==> src/rtl/seg_xlat_pkg.sv <==
// Shared encodings for the segment translator: access types, fault codes
// and the control state. Assumes no parameterization of these encodings.
package seg_xlat_pkg;
    typedef enum logic [1:0] {
        ACC_READ  = 2'd0,
        ACC_WRITE = 2'd1,
        ACC_EXEC  = 2'd2,
        ACC_RSVD  = 2'd3
    } acc_e;

    typedef enum logic [2:0] {
        FLT_NONE   = 3'd0,
        FLT_TABLE  = 3'd1,
        FLT_ABSENT = 3'd2,
        FLT_OFFSET = 3'd3,
        FLT_RIGHTS = 3'd4
    } fault_e;

    typedef enum logic [1:0] {
        ST_IDLE = 2'd0,
        ST_WAIT = 2'd1,
        ST_RESP = 2'd2
    } state_e;
endpackage

==> src/rtl/seg_xlat_check.sv <==
// Combinational descriptor check. Splits the descriptor word into its base,
// offset limit, permission bits and not-present flag. Applies the checks in
// priority order and forms the physical address. Assumes the table-bound
// result was computed earlier and is passed in as tbl_ok.
module seg_xlat_check
    import seg_xlat_pkg::*;
#(
    parameter int PA_W  = 16,
    parameter int OFF_W = 8,
    localparam int DESC_W = PA_W + OFF_W + 4
) (
    input  logic [DESC_W-1:0] desc_word,
    input  logic [OFF_W-1:0]  off,
    input  logic [1:0]        acc,
    input  logic              tbl_ok,
    output logic [2:0]        fault,
    output logic [PA_W-1:0]   paddr
);
    logic [PA_W-1:0]  seg_base;
    logic [OFF_W-1:0] seg_lim;
    logic [2:0]       rights;
    logic             absent;
    logic [2:0]       need;
    logic             rights_ok;
    fault_e           code;

    // Field extraction from the descriptor word.
    assign seg_base = desc_word[DESC_W-1 -: PA_W];
    assign seg_lim  = desc_word[OFF_W+3:4];
    assign rights   = desc_word[3:1];
    assign absent   = desc_word[0];

    // Map the access type onto the permission bit it needs.
    always_comb begin
        need      = 3'b000;
        rights_ok = 1'b0;
        case (acc_e'(acc))
            ACC_READ:  need = 3'b001;
            ACC_WRITE: need = 3'b010;
            ACC_EXEC:  need = 3'b100;
            default:   need = 3'b000;
        endcase
        if (acc_e'(acc) != ACC_RSVD)
            rights_ok = ((need & ~rights) == 3'b000);
    end

    // Priority chain: the first failing check names the fault.
    always_comb begin
        if (!tbl_ok)             code = FLT_TABLE;
        else if (absent)         code = FLT_ABSENT;
        else if (off > seg_lim)  code = FLT_OFFSET;
        else if (!rights_ok)     code = FLT_RIGHTS;
        else                     code = FLT_NONE;
    end

    assign fault = code;
    assign paddr = (code == FLT_NONE) ? seg_base + PA_W'(off) : '0;
endmodule

==> src/rtl/seg_xlat_ctrl.sv <==
// Request sequencing. Accepts one request while idle and launches the
// descriptor read in the same cycle, unless the segment is beyond the table.
// Holds the offset and access type while the descriptor arrives, then
// registers the check result as a one-cycle response. Assumes the memory
// returns data exactly one cycle after the read strobe.
module seg_xlat_ctrl
    import seg_xlat_pkg::*;
#(
    parameter int SEG_W = 4,
    parameter int PA_W  = 16,
    parameter int OFF_W = 8
) (
    input  logic             clk,
    input  logic             rst_n,
    input  logic             req_valid,
    output logic             req_ready,
    input  logic [SEG_W-1:0] req_seg,
    input  logic [OFF_W-1:0] req_off,
    input  logic [1:0]       req_acc,
    input  logic [PA_W-1:0]  dbr_base,
    input  logic [SEG_W-1:0] dbr_limit,
    output logic             desc_rd_en,
    output logic [PA_W-1:0]  desc_rd_addr,
    output logic [OFF_W-1:0] hold_off,
    output logic [1:0]       hold_acc,
    output logic             hold_tbl_ok,
    input  logic [2:0]       chk_fault,
    input  logic [PA_W-1:0]  chk_paddr,
    output logic             resp_valid,
    output logic [2:0]       resp_fault,
    output logic [PA_W-1:0]  resp_paddr
);
    state_e state;
    logic   accept;
    logic   in_table;

    assign req_ready    = (state == ST_IDLE);
    assign accept       = req_valid && req_ready;
    assign in_table     = (req_seg <= dbr_limit);
    assign desc_rd_en   = accept && in_table;
    assign desc_rd_addr = dbr_base + PA_W'(req_seg);
    assign resp_valid   = (state == ST_RESP);

    // State sequence: idle -> wait for descriptor -> respond -> idle.
    always_ff @(posedge clk) begin
        if (!rst_n) begin
            state <= ST_IDLE;
        end else begin
            case (state)
                ST_IDLE: if (accept) state <= ST_WAIT;
                ST_WAIT: state <= ST_RESP;
                default: state <= ST_IDLE;
            endcase
        end
    end

    // Capture the request fields that the check needs a cycle later.
    always_ff @(posedge clk) begin
        if (!rst_n) begin
            hold_off    <= '0;
            hold_acc    <= '0;
            hold_tbl_ok <= 1'b0;
        end else if (accept) begin
            hold_off    <= req_off;
            hold_acc    <= req_acc;
            hold_tbl_ok <= in_table;
        end
    end

    // Register the check outcome as the response.
    always_ff @(posedge clk) begin
        if (!rst_n) begin
            resp_fault <= '0;
            resp_paddr <= '0;
        end else if (state == ST_WAIT) begin
            resp_fault <= chk_fault;
            resp_paddr <= chk_paddr;
        end
    end
endmodule

==> src/rtl/seg_xlat.sv <==
// Top of the segment descriptor address translator. Joins the request
// sequencer to the descriptor check. Assumes dbr_base and dbr_limit stay
// stable while a translation is in flight.
module seg_xlat #(
    parameter int SEG_W = 4,
    parameter int PA_W  = 16,
    parameter int OFF_W = 8,
    localparam int DESC_W = PA_W + OFF_W + 4
) (
    input  logic              clk,
    input  logic              rst_n,
    input  logic              req_valid,
    output logic              req_ready,
    input  logic [SEG_W-1:0]  req_seg,
    input  logic [OFF_W-1:0]  req_off,
    input  logic [1:0]        req_acc,
    input  logic [PA_W-1:0]   dbr_base,
    input  logic [SEG_W-1:0]  dbr_limit,
    output logic              desc_rd_en,
    output logic [PA_W-1:0]   desc_rd_addr,
    input  logic [DESC_W-1:0] desc_rd_data,
    output logic              resp_valid,
    output logic [2:0]        resp_fault,
    output logic [PA_W-1:0]   resp_paddr
);
    logic [OFF_W-1:0] hold_off;
    logic [1:0]       hold_acc;
    logic             hold_tbl_ok;
    logic [2:0]       chk_fault;
    logic [PA_W-1:0]  chk_paddr;

    seg_xlat_ctrl #(.SEG_W(SEG_W), .PA_W(PA_W), .OFF_W(OFF_W)) u_ctrl (
        .clk(clk), .rst_n(rst_n),
        .req_valid(req_valid), .req_ready(req_ready),
        .req_seg(req_seg), .req_off(req_off), .req_acc(req_acc),
        .dbr_base(dbr_base), .dbr_limit(dbr_limit),
        .desc_rd_en(desc_rd_en), .desc_rd_addr(desc_rd_addr),
        .hold_off(hold_off), .hold_acc(hold_acc), .hold_tbl_ok(hold_tbl_ok),
        .chk_fault(chk_fault), .chk_paddr(chk_paddr),
        .resp_valid(resp_valid), .resp_fault(resp_fault), .resp_paddr(resp_paddr)
    );

    seg_xlat_check #(.PA_W(PA_W), .OFF_W(OFF_W)) u_check (
        .desc_word(desc_rd_data), .off(hold_off), .acc(hold_acc),
        .tbl_ok(hold_tbl_ok), .fault(chk_fault), .paddr(chk_paddr)
    );
endmodule

==> config.mk <==
export PLATFORM = sky130hd
export DESIGN_NAME = seg_xlat
export DESIGN_NICKNAME = d
export VERILOG_FILES = /design/src/rtl/seg_xlat_pkg.sv /design/src/rtl/seg_xlat_check.sv /design/src/rtl/seg_xlat_ctrl.sv /design/src/rtl/seg_xlat.sv
export SDC_FILE = /design/constraint.sdc
export NUM_CORES = 1
export LEC_CHECK = 0
export ABC_AREA = 1
export BUFFER_PORTS_ARGS = -buffer_cell sky130_fd_sc_hd__buf_2
export CAP_MARGIN = 20
export CORE_ASPECT_RATIO = 0.75
export CORE_MARGIN = 2
export CORE_UTILIZATION = 44
export DETAILED_ROUTE_END_ITERATION = 8
export GPL_TIMING_DRIVEN = 0
export PLACE_DENSITY = 0.84
export SETUP_SLACK_MARGIN = 0.02
export SLEW_MARGIN = 0
export SYNTH_ARGS = -nofsm -noshare
export SYNTH_HDL_FRONTEND = slang
export SYNTH_SLANG_ARGS = --single-unit
==> constraint.sdc <==
create_clock -name clk -period 2.8 [get_ports clk]
set_input_delay 0.28 -clock clk [delete_from_list [all_inputs] [get_ports clk]]
set_output_delay 0.28 -clock clk [all_outputs]
set_load 0.02 [all_outputs]
## Word-level counts from Yosys, hierarchy flattened

Cells that the tools add are included.

- Output and inout port bits: 38
- Input port bits: 65
- Register bits after elaboration: 32

- Reduce and logical (&&, ||, !) cells: 6
- Magnitude comparators: 2
- Muxes and demuxes: 9
- Add/subtract/negate cells: 2
- Equality and inequality tests: 6
- Bitwise gates (word level): 2

Operator list:

| cell | number |
|---|---|
| adder 16 x 4 -> 16 bit | 1 |
| adder 16 x 8 -> 16 bit | 1 |
| two-way mux 16 bit | 1 |
| two-way mux 3 bit | 4 |
| one-hot mux 3 bit (3 select lines) | 1 |
| greater-than comparator 8 bit | 1 |
| zero test 3 bit | 2 |
| equality test 2 x 1 -> 1 bit, second input constant | 2 |
| equality test 2 bit, second input constant | 2 |
| less-or-equal comparator 4 bit | 1 |
| zero test 2 bit | 2 |
| inequality test 2 bit, second input constant | 2 |
| one-hot mux 2 bit (2 select lines) | 1 |
| bitwise AND 3 bit | 1 |
| inverter 3 bit | 1 |
| logical AND 1 bit | 2 |
| two-way mux 2 bit | 1 |
| two-way mux 1 bit | 1 |

## Logic depth before layout (Yosys ltp)

Gate-level depths: netlist of the first run.

- Depth after elaboration: 11
- Gate-level depth with buffers: 14
- Mapped depth without buffers: 14

## Modules after synthesis

A second synthesis of the first run with hierarchy kept.

- Cells, all modules: 439
- Area, all modules: 2,740.1 um^2

Modules (own cells, without submodules):

| module | area an instance (um^2) | times used | cells an instance | seq. area each (um^2) |
|---|---|---|---|---|
| seg_xlat_ctrl | 1,656.6 | 1 | 235 | 640.6 |
| seg_xlat_check | 1,083.5 | 1 | 204 | 0.0 |

## Worst setup path before layout of the first run

OpenSTA, ideal clock, no wires.

- Path kind: input to output
- Start point: input req_seg[0]
- End point: output desc_rd_addr[12]
- Required time: 2,520 ps
- Path slack: 642 ps
- Buffers on the path: 0
- Data arrival time: 1,878 ps
- Stages: 10
- Cell sequence: ha_1 inv_1 fa_1 nand3b_1 nand2_1 nand3_1 nor2_2 inv_2 nor3_2 xor2_1

- Longest elaborated chain between the ends: 1

Ends and longest elaborated chain:

| item | line | text |
|---|---|---|
| start, declared | seg_xlat.sv:14 | `input logic [SEG_W-1:0] req_seg,` |
| adder 16 x 4 -> 16 bit | seg_xlat_ctrl.sv:41 | `assign desc_rd_addr = dbr_base + PA_W'(req_seg);` |
| end, declared | seg_xlat.sv:20 | `output logic [PA_W-1:0] desc_rd_addr,` |

No other way between the ends.

## Worst setup path after layout of the first run

Same ends and word-level chain as after synthesis.

==> results summary, run 1 <==
Timing analysis after detailed placement gives a worst setup slack of 0.383 ns. The number of hold-slack violations in the final timing report came to 0. In this run the cell area of the synthesized design comes to between 0.002 and 0.003 mm2. The all-layer global routing usage is between 20% and 30%. The number of enable flip-flop cells after synthesis is 0. Walking the worst path, the cells encountered are buf_2 -> ha_1 -> inv_1 -> fa_1 -> nand3b_1 -> nand2_1 -> nand3_1 -> nor2_2 -> inv_2 -> nor3_2 -> xor2_1 -> buf_2. The first-pass GRT wire length is 11600 um. Of all flip-flops after synthesis, the portion carrying an async set or reset was 0%. The total DRC errors in the routed layout came out at 0. The fraction of post-synthesis cell area in the top cell type by area is about 25%. In this design, the critical path's most frequently occurring cell is buf_2. The clock latency on the worst-skew pair came out at between 0.2 and 0.3 ns.

The H-tree depth is 2. The post-route core utilization is 56.9%. The number of port buffers came out at between 100 and 150. Dividing the detail-routed via count by the number of cells gives just under 5. The maximum fanout count along the critical path came out at 3.

The slew at the pin with the worst max-slew slack is about 0.48 ns. The number of register bits inferred by synthesis is 32. The sort of element at the start of the critical path is an input port. The final worst slack is 0.385 ns. In the post-synthesis netlist, the biggest area contributors are dfxtp_1, nand2_1, ha_1, inv_1, nor2_1. The type of the most critical hold path is in2reg. Global routing finished with a remaining overflow of 0. After synthesis, the mean cell area works out to 6.62 um2. The number of hold buffers added after CTS was 0.

The standby leakage power is 1.76 nW. The internal power consumption is 798 uW. The power per cell area is 379 mW/mm2. Data on the critical path arrives at its endpoint at between 2 and 2.5 ns. For this run, the slowest stage of the critical path takes a little over 0.4 ns.

After floorplanning, the core was divided into 24 placement rows. The most common flop cell mapped by yosys is dfxtp_1. Counting I/O delays and the setup requirement, the final critical path takes 2.42 ns. The required time at the endpoint of the critical path came out at about 2.5 ns. The remaining antenna violation count after routing is 0. 103 I/O pins were placed.

The synthesized instance count is a little under 400. The number of unique standard cell types used by synthesis is 33. Across all layers, the routed design uses about 2800 vias. The fraction of layout instances using a drive strength above 1 is a little over a quarter.

Buffers inserted during clock tree synthesis total 5. The number of iterations in the first detailed-routing pass came out at 5. The post-synthesis net count came out at between 400 and 500. The net count of the finished layout is 589. The switching part of the total power came out at 35.4%.

The TritonCTS clock tree is done. The number of slew-limit violations in the final report was 0. The violation count after the first detailed-route iteration came out at 132. For this run, the number of Yosys warnings is 0. The tree is rooted in a clkbuf_8. The floorplan step defined a core boundary enclosing 0.00574 mm2.

The power spent charging and discharging nets is 438 uW. The portion of the clock cycle consumed by the worst path in the final layout came out at 86.3%. Ranked by instance count, the synthesized netlist is headed by nand2_1, inv_1, nor2_1. 0 antenna diodes ended up in the layout. Summed over all layers, the routed wires come to 6920 um. The number of global-route vias before repair is 2745. Gates resized during post-CTS repair numbered 0. In this run the vertical extent of the chip is between 70 and 80 um. The combinational fraction of design power is 32.9%. The library cell contributing the largest single delay on the critical path is fa_1. In the final timing run, aggregate negative setup slack is 0 ns. The worst-case IR drop observed on VDD is 220 uV.

Per report_power, the sequential group accounts for approximately two fifths of the total. The floorplan die area is 0.00649 mm2. The initial core utilization came out at 44.9%. The number of antenna violations at the first check in global routing is 0. The total half-perimeter wirelength after legalization and detailed placement is 5820 um. The maximum buffer depth of the clock tree is 2. Buffers added to address setup during post-CTS repair amount to 0. Entering global routing, the biggest net connects 11 pins. The run finished with clean final reports.

The relative slew slack came out at 68.0%. The finished cells cover ~0.0033 mm2. The count of clock tree sinks is 32. Across all hold checks on the routed design, the worst slack comes to 0.241 ns. After detailed routing, the average wire length per cell comes to approximately 12 um. STA classifies the critical path endpoint as a primary output. Setup violations remaining at the end of the flow were counted as 0. Based on the critical path, the design can be clocked at up to just over 400 MHz. Setup repair after global routing left no endpoint under its margin. The post-placement cell area came out at between 0.003 and 0.004 mm2. At the end of routability-driven placement, the weighted congestion stood at 0.875. Across the run, the number of max-cap violations was 0. The final clock skew came out at 0.00328 ns.

The portion of total power attributed to the clock network is 27.5%. Yosys instantiated no cell more often than nand2_1. The critical path is of the in2out type. The sequential-to-total area share from yosys stat is 24.9%. The synthesized design spends more area on one cell type than any other, namely dfxtp_1. The overall die width came out at 92.4 um. Relative to the synthesized area, the layout overhead comes to 26.6%. The clock input transition at the sequential cells of the worst setup and hold paths came out at around 0.060 ns.
==> sequential cells by signal (all words and copies together), names as in the netlist <==
register            cells
u_ctrl.hold_acc         2
u_ctrl.hold_off         8
u_ctrl.hold_tbl_ok      1
u_ctrl.resp_fault       3
u_ctrl.resp_paddr      16
u_ctrl.state            2
==> critical path, delay by kind of cell <==
family	cells	cell delay (ns)
AND/OR/NAND/NOR	5	0.71
buffers and inverters	4	0.40
XOR/XNOR	1	0.16
adder cells (fa/ha/maj)	2	0.58
==> stage by stage <==
| stage | instances | total power, mW |
|---|---|---|
| finish | 576 | 1.24 |
| global route | 576 | 1.32 |
| CTS | 576 | 1.24 |
| detailed placement | 569 | 0.903 |
| global placement | 569 | 0.889 |
| floorplan | 389 | 0.763 |
==> worst paths after layout <==
kind	depth (start not counted)	startpoint	end	slack [ns]
hold reg to reg	2	u_ctrl.resp_paddr[1]	u_ctrl.resp_paddr[1]	0.46
setup reg to reg	12	u_ctrl.hold_off[0]	u_ctrl.resp_paddr[14]	0.95
setup / recovery	12	req_seg[0]	desc_rd_addr[12]	0.38
hold / removal	3	req_off[3]	u_ctrl.hold_off[3]	0.24
==> power by group through the flow <==
stage | registers [mW] | logic, mW | clock network, mW
after global routing | 0.492 | 0.457 | 0.369
after CTS | 0.490 | 0.407 | 0.348
after global placement | 0.499 | 0.390 | 0
after detailed placement | 0.500 | 0.403 | 0
final | 0.490 | 0.406 | 0.340
after floorplan | 0.500 | 0.264 | 0
==> area by class of cell <==
class                   instances  area [um2]
well taps                      78        97.6
fillers                       549        2470
repair buffers                102         510
inverters                      60         225
clock buffers                   6        72.6
plain buffers                   6        32.5
flip-flops and latches         32         641
clock inverters                 1        5.00
multi-input cells             291        1680
==> cells in the final DEF, fill, tap and decap left out, types with 2 or more instances in the layout <==
master,count
buf_2,104
nand2_1,87
inv_1,57
nor2_1,51
dfxtp_1,32
a21oi_1,26
nand3_1,25
ha_1,24
xor2_1,15
o21ai_0,13
nand4_1,9
xnor2_1,6
nor2_2,5
clkbuf_8,5
nor3_1,4
nand3b_1,4
clkbuf_1,4
inv_2,3
nor3_2,3
nand2_2,3
a21oi_2,2
or2_1,2
fa_1,2
==> metal layers <==
| layer | vias to the layer above | global-route usage (%) | wire length [um] |
|---|---|---|---|
| li1 | 1456 | - | - |
| met2 | 102 | 40.4 | 3390 |
| met4 | 0 | 5.97 | 102 |
| met1 | 1263 | 25.7 | 2810 |
| met3 | 11 | 7.66 | 624 |
| met5 | - | 0 | 0 |
==> logic make-up (layout without fill, tap and decap cells) <==
family / Yosys count / in the layout / synth area share [%]
AOI/OAI and AO/OA: 47 / 47 / 10.2
xor gates and xnor gates: 21 / 21 / 7.14
adders and majority gates: 26 / 26 / 13.2
buffers and inverters: 66 / 175 / 10.0
DFF: 32 / 32 / 24.9
and+or+nand+nor: 197 / 197 / 34.6
Note: power is estimated with default switching activity, not from simulation.
==> inputs of run 2 (changes only) <==
Settings changed: BUFFER_PORTS_ARGS -buffer_cell sky130_fd_sc_hd__buf_2 to not set, DONT_BUFFER_PORTS set to 1, PLACE_DENSITY 0.84 to not set.
==> results summary, run 2 (same netlist as run 1, synthesis figures left out) <==
The portion of the clock cycle consumed by the worst path in the final layout is between 80 and 90%. The worst slack after detailed placement is 0.491 ns. The count of clock tree sinks is 32. The worst setup path is captured at a primary output.

The count of final setup violators is 0. Data arrives at the worst endpoint at 2.04 ns. The global placement routability congestion is 0.839. The final clock skew is 0.00586 ns. The critical path is of the in2out type. Pin placement for this block handled 103 I/O pins.

The number of hold-slack violations in the final timing report came out at 0. For this design, the CTS-stage hold fixing added 0 buffers. The power after layout is 1.25 mW.

The register with the most flip-flops in the layout has 16 of them. The maximum fanout count along the critical path is 3. STA classifies the critical path startpoint as an input port. The die is a little over 90 um wide.

The number of antenna violations at the first check in global routing came out at 0. The type of the most critical hold path is in2reg. Global routing finished with a remaining overflow of 0. The total core area came out at roughly 0.0057 mm2. Counting the buffers created by CTS gives 5. Setup repair after global routing left no endpoint under its margin. The remaining antenna violation count after routing is 0.

The H-tree depth is 2. The post-route netlist has around 8.1% of its cells at a drive strength greater than 1. The initial core utilization is 44.9%. The slew at the pin with the worst max-slew slack is 0.555 ns. The routed wire length is slightly above 6000 um. The worst hold path passes through 2 cells. The post-cts sizing count came out at 0. The power per cell area came out at 449 mW/mm2. The top cell types in the final layout, fill and taps aside, are nand2_1, inv_1, nor2_1. The largest registers in the layout are u_ctrl.resp_paddr x16, u_ctrl.hold_off x8, u_ctrl.resp_fault x3. In the routed layout, each cell is associated on average with a via count of between 4 and 5. TritonCTS built the clock tree.

CTS placed an instance of clkbuf_8 at the clock tree root. The number of slew-limit violations in the final report came to 0. The area of all sequential standard cells is 641 um2. The tightest hold path in the finished design has a slack of 0.130 ns. The total setup buffers inserted after CTS is 0.

The total half-perimeter wirelength after legalization and detailed placement came out at 5170 um. After the last flow step, the layout net total stands at just under 500. The average detailed-routed wire length per instance is 13.0 um.

The total DRC errors in the routed layout came out at 0. Across every metal layer, demand over resource in global routing totals 19.7%. The final critical delay including setup and external delays is 2.32 ns.

The number of port buffers is 0. The routed layout has ~2300 vias. The number of global-route vias before repair is 2116. The clock reaches the later pin of the worst-skew pair after 0.28 ns. The max-cap violation count came out at 0. The standby leakage power is 1.34 nW.

The final worst slack is roughly 0.48 ns. The largest net degree at the start of global routing came out at 12. The row count is 24.

The first-pass GRT wire length came out at approximately 10000 um. The clock input transition at the sequential cells of the worst setup and hold paths is 0.07 ns. The required time at the endpoint of the critical path is 2.52 ns. The floorplan die area came out at approximately 0.0065 mm2. The maximum operating frequency is about 430 MHz. Summing all multi-input logic gate instances after layout gives 0.00168 mm2. The synthesis-to-finish area growth came out at 8.11%. The worst register-to-register path has a depth of 11.

The number of iterations in the first detailed-routing pass came out at 5. The violation count after the first detailed-route iteration is 91. The flow ran to the end, and the final reports show no timing, DRC or antenna violations. The register name with the most flops is u_ctrl.resp_paddr.

The die is 70.3 um tall. The count of antenna diodes in the layout came out at 0. The relative slew slack is 63.0%. The total negative setup slack came out at 0 ns. The largest vdd supply drop is 237 uV.

The number of inserted filler cells in the final layout came out at 598. The cell count after placement is 467. Leaving out fill and tap cells, the most frequent cell in the layout is nand2_1. The filler-free cell count of the finished design came out at about 480. The clock passes through at most 2 buffers.
run 2: final cells by class:
type,count,area share [%]
clock buffer,5,2.47
buffer,6,1.17
clock inverter,3,1.53
tap,78,3.50
inverter,60,8.09
sequential,32,23.0
multi-input combinational,291,60.2
run 2: final timing paths:
check | from | to | slack (ns)
max | req_seg[0] | desc_rd_addr[12] | 0.48
min | rst_n | u_ctrl.resp_fault[0] | 0.13
max reg2reg | u_ctrl.hold_off[0] | u_ctrl.resp_paddr[14] | 0.92
min reg2reg | u_ctrl.hold_off[0] | u_ctrl.hold_off[0] | 0.48
run 2: critical path: stages:
cell and delay, ns:
ha_1 0.14, inv_1 0.05, fa_1 0.40, nand3b_1 0.17, nand2_1 0.13, nand3_1 0.10
nor2_2 0.15, inv_2 0.08, nor3_2 0.13, xor2_1 0.40
run 2: metrics by stage:
step           cell area [um2]  util [%]
2_1_floorplan             2580         -
3_3_place_gp              2670      46.6
3_5_place_dp              2670      46.6
4_1_cts                   2790      48.6
5_1_grt                   2790      48.6
6_report                  2790      48.6
run 2: report_power, final:
group          leakage (nW)  total, mW  internal (mW)  switching (mW)
logic                  1.03      0.319          0.107           0.213
registers             0.261      0.494          0.474          0.0203
clock network        0.0541      0.437          0.263           0.174
total                  1.34       1.25          0.843           0.407
run 2: layer usage:
metal | vias to the layer above | global-route usage (%) | routed length (um) | part of all wire (%)
li1 | 1254 | - | - | -
met1 | 1009 | 28.7 | 3200 | 52
met2 | 67 | 27.8 | 2490 | 40
met3 | 4 | 7.23 | 457 | 7.4
met4 | 0 | 3.98 | 31 | 0.50
met5 | - | 0 | 0 | 0
